<file path="config.mk">
export PLATFORM = sky130hd
export DESIGN_NAME = pmu_enable_ctl
export DESIGN_NICKNAME = d
export VERILOG_FILES = /design/src/rtl/pmu_ctl_pkg.sv /design/src/rtl/pmu_access_gate.sv /design/src/rtl/pmu_enable_bank.sv /design/src/rtl/pmu_overflow_flags.sv /design/src/rtl/pmu_enable_ctl.sv
export SDC_FILE = /design/constraint.sdc
export NUM_CORES = 1
export LEC_CHECK = 0
export ABC_AREA = 1
export BUFFER_PORTS_ARGS = -buffer_cell sky130_fd_sc_hd__buf_2
export CAP_MARGIN = 5
export CORE_ASPECT_RATIO = 1.5
export CORE_MARGIN = 2
export CORE_UTILIZATION = 43
export CTS_BUF_LIST = sky130_fd_sc_hd__clkbuf_8
export CTS_CLUSTER_DIAMETER = 100
export DETAILED_ROUTE_END_ITERATION = 6
export PLACE_DENSITY = 0.92
export SYNTH_ARGS = -nofsm -noshare
export SYNTH_HDL_FRONTEND = slang
export SYNTH_SLANG_ARGS = --single-unit
</file>
<file path="constraint.sdc">
create_clock -name clk -period 2.25 [get_ports clk]
set_input_delay 0.45 -clock clk [delete_from_list [all_inputs] [get_ports clk]]
set_output_delay 0.45 -clock clk [all_outputs]
set_load 0.01 [all_outputs]
</file>
<file path="src/rtl/pmu_ctl_pkg.sv">
package pmu_ctl_pkg;
  localparam int unsigned SEL_W = 3;

  typedef enum logic [SEL_W-1:0] {
    SEL_CTRL   = 3'd0,
    SEL_EN_SET = 3'd1,
    SEL_EN_CLR = 3'd2,
    SEL_OVF    = 3'd3,
    SEL_USER   = 3'd4
  } pmu_sel_e;
endpackage

</file>
<file path="src/rtl/pmu_access_gate.sv">
module pmu_access_gate
  import pmu_ctl_pkg::*;
(
  input  logic             clk,
  input  logic             rst_n,
  input  logic             acc_valid,
  input  logic             acc_write,
  input  logic [SEL_W-1:0] acc_addr,
  input  logic             acc_priv,
  input  logic             user_en,
  output logic             grant,
  output logic             wr_grant,
  output logic             acc_fault
);
  // The user-access word is reserved for privileged code.
  logic user_target_ok;
  assign user_target_ok = user_en && (acc_addr != SEL_USER);
  assign grant          = acc_priv || user_target_ok;
  assign wr_grant       = acc_valid && acc_write && grant;

  always_ff @(posedge clk) begin
    if (!rst_n) acc_fault <= 1'b0;
    else        acc_fault <= acc_valid && !grant;
  end

  // a fault only ever follows a user-mode strobe
  p_fault_from_user_r9: assert property (@(posedge clk) disable iff (!rst_n)
    acc_fault |-> $past(acc_valid && !acc_priv));
  // privileged strobes never fault
  p_priv_no_fault_r8: assert property (@(posedge clk) disable iff (!rst_n)
    (acc_valid && acc_priv) |=> !acc_fault);
endmodule

</file>
<file path="src/rtl/pmu_enable_bank.sv">
module pmu_enable_bank #(
  parameter int unsigned CNT = 4
) (
  input  logic           clk,
  input  logic           rst_n,
  input  logic           set_we,
  input  logic           clr_we,
  input  logic [CNT-1:0] bits_in,
  output logic [CNT-1:0] en_q
);
  for (genvar i = 0; i < CNT; i++) begin : g_en
    always_ff @(posedge clk) begin
      if (!rst_n)                    en_q[i] <= 1'b0;
      else if (set_we && bits_in[i]) en_q[i] <= 1'b1;
      else if (clr_we && bits_in[i]) en_q[i] <= 1'b0;
    end

    // a 1 written to the clear view drops the enable
    p_clr_drops_r3: assert property (@(posedge clk) disable iff (!rst_n)
      (clr_we && bits_in[i]) |=> !en_q[i]);
    // a 1 written to the set view raises the enable
    p_set_raises_r2: assert property (@(posedge clk) disable iff (!rst_n)
      (set_we && bits_in[i]) |=> en_q[i]);
    // zero bits leave the enable alone
    p_zero_keeps_r2: assert property (@(posedge clk) disable iff (!rst_n)
      ((set_we || clr_we) && !bits_in[i]) |=> $stable(en_q[i]));
  end
endmodule

</file>
<file path="src/rtl/pmu_overflow_flags.sv">
module pmu_overflow_flags #(
  parameter int unsigned CNT = 4
) (
  input  logic           clk,
  input  logic           rst_n,
  input  logic [CNT-1:0] ovf_pulse,
  input  logic           clr_we,
  input  logic [CNT-1:0] bits_in,
  output logic [CNT-1:0] flag_q
);
  for (genvar i = 0; i < CNT; i++) begin : g_flag
    always_ff @(posedge clk) begin
      if (!rst_n)                    flag_q[i] <= 1'b0;
      else if (ovf_pulse[i])         flag_q[i] <= 1'b1;
      else if (clr_we && bits_in[i]) flag_q[i] <= 1'b0;
    end

    // a pulse always leaves the flag set, even against a clear
    p_set_wins_r7: assert property (@(posedge clk) disable iff (!rst_n)
      ovf_pulse[i] |=> flag_q[i]);
    // without a clear, a set flag stays set
    p_sticky_r7: assert property (@(posedge clk) disable iff (!rst_n)
      (flag_q[i] && !(clr_we && bits_in[i])) |=> flag_q[i]);
  end
endmodule

</file>
<file path="src/rtl/pmu_enable_ctl.sv">
module pmu_enable_ctl
  import pmu_ctl_pkg::*;
#(
  parameter int unsigned NUM_EVT = 3,
  parameter int unsigned WORD_W  = 32,
  parameter int unsigned CYC_BIT = 31
) (
  input  logic              clk,
  input  logic              rst_n,
  input  logic              acc_valid,
  input  logic              acc_write,
  input  logic [SEL_W-1:0]  acc_addr,
  input  logic [WORD_W-1:0] acc_wdata,
  input  logic              acc_priv,
  input  logic [NUM_EVT:0]  ovf_pulse,
  output logic [NUM_EVT:0]  cnt_run,
  output logic              rd_valid,
  output logic [WORD_W-1:0] rd_data,
  output logic              acc_fault
);
  localparam int unsigned CNT = NUM_EVT + 1;

  logic           grant, wr_grant;
  logic           glob_en, user_en;
  logic [CNT-1:0] en_q, flag_q, wr_bits;
  logic           set_we, clr_we, ovf_we;

  // Compact the sparse word layout into one bit per counter.
  assign wr_bits = {acc_wdata[CYC_BIT], acc_wdata[NUM_EVT-1:0]};
  logic unused_rsvd;
  assign unused_rsvd = ^{acc_wdata[CYC_BIT-1:NUM_EVT]};

  function automatic logic [WORD_W-1:0] spread(input logic [CNT-1:0] v);
    logic [WORD_W-1:0] w;
    w = '0;
    w[CYC_BIT] = v[NUM_EVT];
    w[NUM_EVT-1:0] = v[NUM_EVT-1:0];
    return w;
  endfunction

  pmu_access_gate u_gate (
    .clk       (clk),
    .rst_n     (rst_n),
    .acc_valid (acc_valid),
    .acc_write (acc_write),
    .acc_addr  (acc_addr),
    .acc_priv  (acc_priv),
    .user_en   (user_en),
    .grant     (grant),
    .wr_grant  (wr_grant),
    .acc_fault (acc_fault)
  );

  assign set_we = wr_grant && (acc_addr == SEL_EN_SET);
  assign clr_we = wr_grant && (acc_addr == SEL_EN_CLR);
  assign ovf_we = wr_grant && (acc_addr == SEL_OVF);

  pmu_enable_bank #(.CNT(CNT)) u_en (
    .clk     (clk),
    .rst_n   (rst_n),
    .set_we  (set_we),
    .clr_we  (clr_we),
    .bits_in (wr_bits),
    .en_q    (en_q)
  );

  pmu_overflow_flags #(.CNT(CNT)) u_ovf (
    .clk       (clk),
    .rst_n     (rst_n),
    .ovf_pulse (ovf_pulse),
    .clr_we    (ovf_we),
    .bits_in   (wr_bits),
    .flag_q    (flag_q)
  );

  always_ff @(posedge clk) begin
    if (!rst_n) begin
      glob_en <= 1'b0;
      user_en <= 1'b0;
    end else if (wr_grant) begin
      if (acc_addr == SEL_CTRL) glob_en <= acc_wdata[0];
      if (acc_addr == SEL_USER) user_en <= acc_wdata[0];
    end
  end

  assign cnt_run = glob_en ? en_q : '0;

  logic [WORD_W-1:0] rd_mux;
  always_comb begin
    rd_mux = '0;
    unique case (acc_addr)
      SEL_CTRL:   rd_mux[0] = glob_en;
      SEL_EN_SET,
      SEL_EN_CLR: rd_mux = spread(en_q);
      SEL_OVF:    rd_mux = spread(flag_q);
      SEL_USER:   rd_mux[0] = user_en;
      default:    rd_mux = '0;
    endcase
  end

  always_ff @(posedge clk) begin
    if (!rst_n) begin
      rd_valid <= 1'b0;
      rd_data  <= '0;
    end else begin
      rd_valid <= acc_valid && !acc_write;
      rd_data  <= (acc_valid && !acc_write && grant) ? rd_mux : '0;
    end
  end

  // reserved read bits are always zero
  p_rsvd_zero_r4: assert property (@(posedge clk) disable iff (!rst_n)
    rd_valid |-> (rd_data[CYC_BIT-1:NUM_EVT] == '0));
  // a refused access leaves enables and control unchanged
  p_denied_keeps_r9: assert property (@(posedge clk) disable iff (!rst_n)
    acc_fault |-> ($stable(en_q) && $stable(glob_en) && $stable(user_en)));
  // a refused read returns zero
  p_denied_zero_r9: assert property (@(posedge clk) disable iff (!rst_n)
    (acc_fault && rd_valid) |-> (rd_data == '0));
endmodule

</file>
==> key figures, run 1 <==
Floorplan
  – Die area: 2730 sq um
  – Die width: about 43 um
  – Rows: 21
  – Total core area: about 2200 sq um
  – I/O pins: 82
  – Initial Util: 45.2%
  – Die H: 63.0 um

Final layout
  – Number of fill cells in the layout: ~230
  – # diodes: 0
  – Share of cells above drive strength 1: between 20% and 30%
  – Layout net count: slightly above 200
  – Post-layout util: between 40% and 50%
  – Layout area overhead: 8.53%

Power and ir drop
  – Leakage: roughly 0.00056 uW
  – Net switching power: approximately 170 uW
  – Peak VDD IR: 221 uV
  – Switching Fraction: between 20% and 30%
  – Clock power frac: approximately two fifths
  – Pwr per Cell Area: roughly 590 nW/um^2
  – Power Internal: about 470 uW
  – Combinational Power Share: 13.8%
  – Reg power frac: a little under half

Yosys
  – Top cells by area, synth: dfxtp_1, buf_4, nand2_1
  – Yosys reg bits: 16
  – Simple-gate share of the synthesized area: approximately 26%
  – Yosys top cell area share: between 30% and 40%
  – Largest family of logic cells by synthesized area: buffers and inverters
  – Gate Count Post-Synth: 132
  – Mapped Avg Cell Area: about 7.6 sq um
  – Xor/xnor share of the synthesized area: 0%
  – Synth area leader: dfxtp_1
  – Synthesized cell area: 997 sq um
  – Post-synthesis mux area share: 0%
  – Post-synthesis sequential area ratio: between 30 and 40%
  – Post-Synth Adder-Cell Area: 0%
  – Yosys cell types: 21
  – Ys Warns: 0
  – Compound-Gate Fraction of Synth Area: roughly an eighth

Setup path
  – CP Depth: 3
  – CP delay by family, top: flip-flops
  – FF-to-FF path depth: 7
  – Startpoint Class: flip-flop
  – Crit path arrival time: 0.97 ns
  – Worst path bufs/invs: 2
  – CP required: about 1.8 ns
  – Crit end category: primary output
  – CP max stage cell: dfxtp_1
  – Critical path class: reg2out
  – Crit. Startpoint: glob_en$_SDFFE_PN0P_
  – CP Cell Sequence: nand2_1 > inv_1 > buf_2
  – Slowest Stage Delay on Critical Path: approximately 0.45 ns
  – Crit-path max FO: 6
  – Reg-to-reg startpoint: user_en$_SDFFE_PN0P_

Route
  – DRT met1 WL: 604 um
  – Via count: roughly 880
  – DRC errors left: 0
  – WL final: between 1500 and 2000 um
  – Initial drt markers: 15
  – Top sig layer: met4
  – Drt pass-1 iters: 4
  – Met2 wire length: about 1000 um
  – Antenna viol nets, final: 0
  – Drt via density: around 4.9
  – Routed WL per cell: 10.3 um
  – Met3 wire len: 204 um

Clock network
  – Worst-path clk slew: 0.06 ns
  – CTS root buf: clkbuf_8
  – Skew-Pair Late Insertion Delay: 0.25 ns
  – Post-CTS Setup Bufs: 0
  – Cts hold-fix bufs: 0
  – CTS Buf Count: 3
  – Number of gates resized after cts: 0
  – TritonCTS clock tree: done
  – Clock sink count: 16
  – H-tree depth: 1
  – Worst-case clock buffer depth: 2

Timing
  – Period minus WS final: 1.42 ns
  – Final-report hold violation count: 0
  – Endpoints failing setup: 0
  – Max Freq: 0.706 GHz
  – Final Max Tran Viols: 0
  – Clock skew: 0.00347 ns
  – Final TNS setup: 0 ns
  – Worst slew pin tran: just over 0.5 ns
  – Slew headroom: roughly two thirds
  – RSZ-0062 raised after global routing: no
  – Final period utilization: a little over three fifths

Min path
  – Start point of the worst min-delay path: acc_write
  – Worst min-delay path class: in2reg
  – Hold Crit Depth: 2

Flow run
  – Max Cap Viol: 0

Status
  – Status: completed

GRT
  – Largest net degree at the start of global routing: 12
  – GRT overflow: 0
  – GRT Util Overall: between 10% and 20%
  – Vias in the first global route: 681
  – Initial antenna violation count: 0
  – First-pass GRT wire length: around 2700 um

Place
  – GP Congestion: ~0.75
  – DP HPWL: about 1400 um
  – I/O Buffers: 25
-- path summary, 6_finish.rpt --
path                                       end  slack, ns
setup reg to reg          user_en$_SDFFE_PN0P_       1.14
hold / removal             rd_valid$_SDFF_PN0_       0.39
hold reg to reg   u_ovf.flag_q[3]$_SDFFE_PN0P_       0.47
setup / recovery                    cnt_run[1]       0.83
-- metrics by stage --
step	cell area (sq um)	hold slack, ns	std cells	total power [uW]	worst slack, ns
finish	1080	0.391	181	639	0.834
global route	1080	0.406	181	657	0.787
CTS	1080	0.393	181	639	0.841
detailed placement	1030	0.459	177	387	0.811
global placement	1030	0.460	177	385	0.831
floorplan	1100	0.448	159	397	1.07
-- synthesized netlist by cell type (all sizes together) --
| cell | number |
|---|---|
| buf | 29 |
| nand2 | 26 |
| inv | 17 |
| dfxtp | 16 |
| a21oi | 10 |
| nand3 | 8 |
| nand4 | 8 |
| nor2 | 7 |
| nor3 | 4 |
| a22oi | 3 |
| a41oi | 1 |
| clkbuf | 1 |
| clkinv | 1 |
| conb | 1 |
-- power groups by stage --
stage          logic (uW)  clock network (uW)  registers (uW)
3_3_place_gp         84.8                   0             301
5_1_grt              96.3                 265             295
6_report             88.3                 256             295
2_1_floorplan        96.4                   0             301
4_1_cts              86.9                 257             295
3_5_place_dp         86.0                   0             301
-- sequential cells by signal (all words and copies together), names as in the netlist --
name / flops
rd_valid: 1
rd_data: 4
u_gate.acc_fault: 1
user_en: 1
u_en.en_q: 4
glob_en: 1
u_ovf.flag_q: 4
-- cell usage in the layout (no fill, tap or decap) --
cell type,instances
a21oi_1,1
a21oi_2,8
a21oi_4,1
a22oi_1,3
a41oi_1,1
buf_2,25
clkbuf_8,4
clkinv_1,1
conb_1,28
dfxtp_1,16
inv_1,16
inv_2,1
nand2_1,22
nand2_2,4
nand3_1,8
nand4_1,8
nor2_1,6
nor2_2,1
nor3_1,3
nor3_4,1
-- cells by family (layout without fill, tap and decap cells) --
family	Yosys count	after routing
AND/OR/NAND/NOR	53	53
buffers and inverters	48	47
AO/OA/AOI/OAI	14	14
other	1	28
flip-flops	16	16
-- per-layer routing --
layer,GRT usage (%),vias to the layer above
li1,-,419
met1,12.0,394
met2,25.6,59
met3,2.02,7
met4,5.68,0
met5,0,-
-- area by class of cell --
type                            instances  area, sq um  share of cell area, %
Clock buffer                            4         55.1                   5.09
Inverter                               18         67.6                   6.24
Timing Repair Buffer                   25          125                   11.6
Sequential cell                        16          320                   29.6
Multi-Input combinational cell         95          485                   44.9
Tap cell                               23         28.8                   2.66
No activity file was read; power rests on OpenSTA's default activity.
==> inputs of run 2 (changes only) <==
--- a/config.mk
+++ b/config.mk
@@ -10,11 +10,11 @@
 export CAP_MARGIN = 5
 export CORE_ASPECT_RATIO = 1.5
 export CORE_MARGIN = 2
-export CORE_UTILIZATION = 43
+export CORE_UTILIZATION = 40
 export CTS_BUF_LIST = sky130_fd_sc_hd__clkbuf_8
 export CTS_CLUSTER_DIAMETER = 100
 export DETAILED_ROUTE_END_ITERATION = 6
-export PLACE_DENSITY = 0.92
+export PLACE_DENSITY = 0.86
 export SYNTH_ARGS = -nofsm -noshare
 export SYNTH_HDL_FRONTEND = slang
 export SYNTH_SLANG_ARGS = --single-unit
==> constraint.sdc (replaced) <==
create_clock -name clk -period 1.35 [get_ports clk]
set_input_delay 0.27 -clock clk [delete_from_list [all_inputs] [get_ports clk]]
set_output_delay 0.27 -clock clk [all_outputs]
set_load 0.01 [all_outputs]
==> run 2 against run 1 <==
Compared with the run above:
- critical path depth unchanged
- clock-buffer cell count unchanged
- final cell count up 1.1%
- critical path type unchanged
==> key figures, run 2 (synthesis results as in run 1) <==
Setup path
  – Reg-to-reg startpoint: user_en$_SDFFE_PN0P_
  – CP required: 1.08 ns (-0.72 ns)
  – Critical path class: reg2out
  – FF-to-FF setup slack: 0.26 ns (-0.88 ns)
  – Worst r2r dst: user_en$_SDFFE_PN0P_
  – Crit path arrival time: 0.97 ns (about the same)
  – FF-to-FF path depth: 7 (unchanged)
  – Crit end category: primary output
  – Crit-path max FO: 6 (unchanged)
  – Startpoint Class: flip-flop

Route
  – Via count: 878 (-0.11%)
  – DRC errors left: 0 (unchanged)
  – Drt pass-1 iters: 4 (unchanged)
  – DRT met1 WL: 614 um (+1.7%)
  – Routed WL per cell: 10.3 um (about the same)
  – Met2 wire length: 979 um (-2.5%)
  – Initial drt markers: 38 (+23)
  – WL final: 1880 um (+1.1%)
  – Antenna viol nets, final: 0 (unchanged)
  – Drt via density: 4.80 (-1.2%)
  – Met3 wire len: 190 um (-6.9%)
  – Top sig layer: met4

Place
  – GP Congestion: 0.810 (+8.1%)
  – DP HPWL: 1430 um (+1.4%)
  – Area after DPL: 1040 sq um (+0.85%)
  – I/O Buffers: 25 (unchanged)

Timing
  – Final-report hold violation count: 0 (unchanged)
  – Final period utilization: 91.8%
  – Clock skew: 0.00174 ns (-0.00173 ns)
  – Period minus WS final: about 1.2 ns
  – Hold WS: 0.211 ns (-0.181 ns)
  – Endpoints failing setup: 0 (unchanged)
  – Final TNS setup: 0 ns (unchanged)
  – Max Freq: around 0.8 GHz
  – RSZ-0062 raised after global routing: no
  – Final Max Tran Viols: 0 (unchanged)

Final layout
  – Layout net count: 204 (+0.49%)
  – Final Instance Area: 1090 sq um (+0.81%)
  – Commonest non-fill, non-tap cells in the layout: conb_1, buf_2, nand2_1
  – Biggest regs: rd_data x4, u_en.en_q x4, u_ovf.flag_q x4
  – Number of fill cells in the layout: 261 (+12%)
  – Share of cells above drive strength 1: 28.9% (+0.45 points)
  – # diodes: 0 (unchanged)
  – Commonest non-fill, non-tap cell in the layout: conb_1
  – Layout area overhead: 9.41%

Clock network
  – H-tree depth: 1 (unchanged)
  – Cts hold-fix bufs: 0 (unchanged)
  – TritonCTS clock tree: done
  – Post-CTS Setup Bufs: 0 (unchanged)
  – Number of gates resized after cts: 0 (unchanged)
  – Clock sink count: 16 (unchanged)
  – Worst-path clk slew: 0.07 ns (about the same)
  – CTS Buf Count: 3 (unchanged)
  – Skew-Pair Late Insertion Delay: 0.25 ns (about the same)
  – Worst-case clock buffer depth: 2 (unchanged)
  – CTS root buf: clkbuf_8

Floorplan
  – Initial Util: 41.6% (-3.5 points)
  – Total core area: 2390 sq um (+8.5%)
  – I/O pins: 82 (unchanged)
  – Rows: 22 (+4.8%)
  – Die width: 44.8 um (+3.3%)
  – Die H: 65.2 um (+3.4%)
  – Die area: 2920 sq um (+6.9%)

GRT
  – GRT overflow: 0 (unchanged)
  – GRT Util Overall: 13.4% (+0.52 points)
  – Vias in the first global route: 774 (+14%)
  – Largest net degree at the start of global routing: 12 (unchanged)
  – First-pass GRT wire length: 2880 um (+5.6%)
  – Initial antenna violation count: 0 (unchanged)

Status
  – Status: completed

Min path
  – Hold Crit Depth: 2 (unchanged)
  – Worst min-delay path class: in2reg
  – Start point of the worst min-delay path: acc_write
  – Worst Hold Path EP: rd_valid$_SDFF_PN0_

Power and ir drop
  – Pwr per Cell Area: 983 nW/um^2 (+66%)
  – Leakage: 0.000560 uW (+0.87%)
  – Peak VDD IR: 356 uV (+61%)

Flow run
  – Max Cap Viol: 0 (unchanged)
==> run 2: changes by cell type in the layout (fill, tap and decap cells not counted) <==
cell | before | now
buf_4 | 0 | 1
==> run 2: stage by stage <==
| step | cells | utilization [%] | total power, uW | setup slack (ns) |
|---|---|---|---|---|
| 2_1_floorplan | 159 | - | 662 | 0.350 |
| 3_3_place_gp | 179 | 43.3 | 645 | 0.123 |
| 3_5_place_dp | 179 | 43.3 | 647 | 0.102 |
| 4_1_cts | 183 | 45.6 | 1060 | 0.134 |
| 5_1_grt | 183 | 45.6 | 1100 | 0.0584 |
| 6_report | 183 | 45.6 | 1070 | 0.111 |
==> run 2: how the worst max path moves through the flow <==
stage | start | to | slack, ns
floorplan | acc_addr[0] | u_en.en_q[0]$_SDFFE_PN0P_ | 0.35
global placement | acc_addr[0] | user_en$_SDFFE_PN0P_ | 0.12
CTS | glob_en$_SDFFE_PN0P_ | cnt_run[1] | 0.13
finish | glob_en$_SDFFE_PN0P_ | cnt_run[1] | 0.11
global route | glob_en$_SDFFE_PN0P_ | cnt_run[2] | 0.06
detailed placement | acc_addr[0] | user_en$_SDFFE_PN0P_ | 0.10
==> run 2: area by class of cell <==
type	instances	area [sq um]	area share [%]
clock buffer	4	55.1	5.05
inverter	18	67.6	6.19
multi-input combinational	95	485	44.5
sequential	16	320	29.4
tap	24	30.0	2.75
timing repair buffer	26	133	12.2
==> run 2: report_power, final <==
| part | internal [uW] | switching (uW) |
|---|---|---|
| Clock | 259 | 175 |
| Combinational | 41.1 | 107 |
| Sequential | 485 | 6.06 |
| Total | 785 | 288 |
==> run 2: layer usage <==
layer,up-vias,GRT usage [%]
met5,-,0
li1,423,-
met4,0,12.1
met1,390,11.6
met2,54,24.1
met3,11,2.75
==> run 2: worst max-delay path, stage by stage, from the launching register on <==
cell and delay, ns:
dfxtp_1 0.46, nand2_1 0.09, inv_1 0.05, buf_2 0.11
==> inputs of run 3 (changes only) <==
--- a/config.mk
+++ b/config.mk
@@ -10,11 +10,12 @@
 export CAP_MARGIN = 5
 export CORE_ASPECT_RATIO = 1.5
 export CORE_MARGIN = 2
-export CORE_UTILIZATION = 40
+export CORE_UTILIZATION = 38
 export CTS_BUF_LIST = sky130_fd_sc_hd__clkbuf_8
 export CTS_CLUSTER_DIAMETER = 100
 export DETAILED_ROUTE_END_ITERATION = 6
-export PLACE_DENSITY = 0.86
+export PLACE_DENSITY = 0.85
 export SYNTH_ARGS = -nofsm -noshare
 export SYNTH_HDL_FRONTEND = slang
+export SYNTH_HIERARCHICAL = 1
 export SYNTH_SLANG_ARGS = --single-unit
==> run 3 against run 2 <==
Compared with the run above:
- die area is 2.0% lower
- hold slack worse by 0.0050 ns
- utilization is 1.8 points higher
- largest cell class unchanged
- critical path type is now reg2reg
==> key figures, run 3 <==
Status
  – Status: completed

Route
  – Drt pass-1 iters: 4 (unchanged)
  – Drt via density: 4.41 (-8.1%)
  – Routed WL per cell: 8.65 um (-16%)
  – Initial drt markers: 21 (-45%)
  – Via count: 847 (-3.5%)
  – WL final: 1660 um (-12%)
  – DRC errors left: 0 (unchanged)
  – Antenna viol nets, final: 0 (unchanged)

Timing
  – RSZ-0062 raised after global routing: no
  – Endpoints failing setup: 0 (unchanged)
  – Clock skew: 0.00283 ns (+0.00109 ns)
  – Post-route setup slack: 0.125 ns (+0.0141 ns)
  – Max Freq: 0.816 GHz (+1.2%)
  – Final-report hold violation count: 0 (unchanged)
  – Final Max Tran Viols: 0 (unchanged)
  – Final period utilization: 90.7% (-1.0 points)
  – Period minus WS final: 1.23 ns (-0.0141 ns)

Floorplan
  – Initial Util: 40.6% (-1.1 points)
  – Die H: 64.5 um (-1.0%)
  – Rows: 21 (-4.5%)
  – Total core area: 2290 sq um (-4.5%)
  – Die area: 2860 sq um (-2.0%)
  – Die width: 44.3 um (-0.97%)
  – I/O pins: 82 (unchanged)

Yosys
  – Yosys reg bits: 16 (unchanged)
  – Ys Warns: 6 (+6)
  – Synth area leader: dfxtp_1
  – Post-synth EDFFs: 0 (unchanged)
  – Count leader, synth: nand2_1
  – Post-synthesis sequential area ratio: 34.5% (+2.4 points)
  – Synthesized cell area: 927 sq um (-7.0%)
  – Top cells by area, synth: dfxtp_1, buf_4, nand2_1
  – Post-synth top flop: dfxtp_1
  – FFs w/ async S/R, synth: 0% (unchanged)
  – Mapped Avg Cell Area: 6.87 sq um (-9.1%)
  – Yosys cell types: 17 (-19%)
  – Top post-synthesis cells by count: nand2_1, buf_4, dfxtp_1, inv_1, a21oi_1
  – Yosys top cell area share: 34.5% (+2.4 points)
  – Gate Count Post-Synth: 135 (+2.3%)

Final layout
  – Share of cells above drive strength 1: 26.0% (-2.9 points)
  – Biggest regs: rd_data x4, u_en/en_q x4, u_ovf/flag_q x4
  – Commonest non-fill, non-tap cells in the layout: nand2_1, conb_1, buf_2
  – Final Instance Area: 1080 sq um (-0.69%)
  – Layout area overhead: 16.9%
  – Commonest non-fill, non-tap cell in the layout: nand2_1
  – Layout net count: 214 (+4.9%)
  – # diodes: 0 (unchanged)
  – Post-layout util: 47.4% (+1.8 points)

Place
  – I/O Buffers: 25 (unchanged)
  – DP HPWL: 1330 um (-6.6%)
  – Area after DPL: 1020 sq um (-1.2%)
  – Place WS: -0.0337 ns (-0.135 ns)
  – GP Congestion: 0.703 (-13%)

GRT
  – Largest net degree at the start of global routing: 10 (-2)
  – Initial antenna violation count: 0 (unchanged)
  – M2 GR Usage: 23.9% (-0.20 points)
  – GR Util met1: 12.3% (+0.64 points)
  – Grt met3 use: 0.836% (-1.9 points)
  – GRT Util Overall: 12.4% (-1.0 points)
  – Vias in the first global route: 708 (-8.5%)
  – First-pass GRT wire length: 2720 um (-5.5%)
  – GRT overflow: 0 (unchanged)
  – Gr busiest metal: met2

Min path
  – Worst min-delay path class: in2reg
  – Start point of the worst min-delay path: acc_write
  – Worst Hold Path EP: rd_valid$_SDFF_PN0_
  – Hold Crit Depth: 2 (unchanged)

Clock network
  – Worst-case clock buffer depth: 2 (unchanged)
  – Clock sink count: 16 (unchanged)
  – Cts hold-fix bufs: 0 (unchanged)
  – CTS root buf: clkbuf_8
  – TritonCTS clock tree: done
  – Worst-path clk slew: 0.06 ns (about the same)
  – CTS Buf Count: 3 (unchanged)
  – Skew-Pair Late Insertion Delay: 0.24 ns (about the same)
  – H-tree depth: 1 (unchanged)

Power and ir drop
  – Peak VDD IR: 527 uV (+48%)
  – Leakage: 0.000572 uW (+2.1%)
  – Pwr per Cell Area: 956 nW/um^2 (-2.8%)

Setup path
  – FF-to-FF path depth: 7 (unchanged)
  – FF-to-FF setup slack: 0.12 ns (-0.14 ns)
  – Critical path class: reg2reg
  – Crit end category: flip-flop
  – Crit path arrival time: 1.36 ns (+0.39 ns)
  – Startpoint Class: flip-flop
  – Worst r2r dst: u_en/en_q[3]$_SDFFE_PN0P_
  – CP required: 1.48 ns (+0.40 ns)
  – Crit-path max FO: 4 (-2)
  – Reg-to-reg startpoint: user_en$_SDFFE_PN0P_

Flow run
  – Max Cap Viol: 0 (unchanged)
run 3: cell types whose count changed after synthesis, sizes merged, moves of 2 or more:
cell,change
a21oi,+4
a22oi,-3
nand2,+12
nand4,-7
nor3,-3
o21ai,+2
run 3: what timing repair did:
action / 4_1_cts / 5_1_grt
resized for setup: 0 / 2
buffers inserted: 0 / 0
endpoints found under the setup margin: 0 / 8
run 3: power breakdown:
part | leakage [uW] | internal (uW) | switching (uW)
Clock | 0.0000288 | 258 | 151
Combinational | 0.000412 | 42.8 | 92.6
Sequential | 0.000131 | 485 | 6.22
Total | 0.000572 | 786 | 250
run 3: per-stage QoR:
step	std cells	hold slack (ns)	TNS, ns	total power (uW)
final	192	0.206	0	1040
after CTS	192	0.205	0	1040
after global routing	192	0.235	0	1090
after global placement	188	0.448	-0.0251	632
after floorplan	162	0.353	0	640
after detailed placement	188	0.453	-0.108	634
run 3: logic make-up after synthesis:
family | count (synthesis) | share of synthesized area (%)
and+or+nand+nor | 56 | 25.6
AOI/OAI and AO/OA | 17 | 9.85
DFF | 16 | 34.5
other | 1 | 0.404
buffers and inverters | 45 | 29.6
run 3: worst max-delay path by stage:
stage / end / slack (ns) / depth (start not counted) / startpoint
2_1_floorplan: u_ovf/flag_q[0]$_SDFFE_PN0P_ / 0.12 / 9 / acc_addr[1]
3_3_place_gp: u_ovf/flag_q[0]$_SDFFE_PN0P_ / -0.02 / 11 / acc_addr[1]
3_5_place_dp: u_ovf/flag_q[0]$_SDFFE_PN0P_ / -0.03 / 11 / acc_addr[1]
4_1_cts: u_ovf/flag_q[0]$_SDFFE_PN0P_ / 0.04 / 8 / user_en$_SDFFE_PN0P_
5_1_grt: u_ovf/flag_q[2]$_SDFFE_PN0P_ / 0.05 / 8 / user_en$_SDFFE_PN0P_
6_report: u_en/en_q[3]$_SDFFE_PN0P_ / 0.12 / 7 / user_en$_SDFFE_PN0P_
run 3: critical path: stages, from the launching register on:
cell and delay [ns]:
dfxtp_2 0.35, nand2_2 0.06, a21oi_2 0.14, inv_1 0.09, nor2_1 0.26, nand2_1 0.10, nand2_1 0.07, a21oi_1 0.05
run 3: routing by layer:
metal | vias to the layer above | share of wire, %
li1 | 432 | -
met2 | 44 | 56
met5 | - | 0
met4 | 0 | 2.1
met3 | 4 | 8.0
met1 | 367 | 34
run 3: area by class of cell:
class	count	area, sq um
inverter	17	63.8
timing repair buffer	31	170
fill	255	1200
clock buffer	4	55.1
sequential	16	322
tap	23	28.8
multi-input combinational	101	444
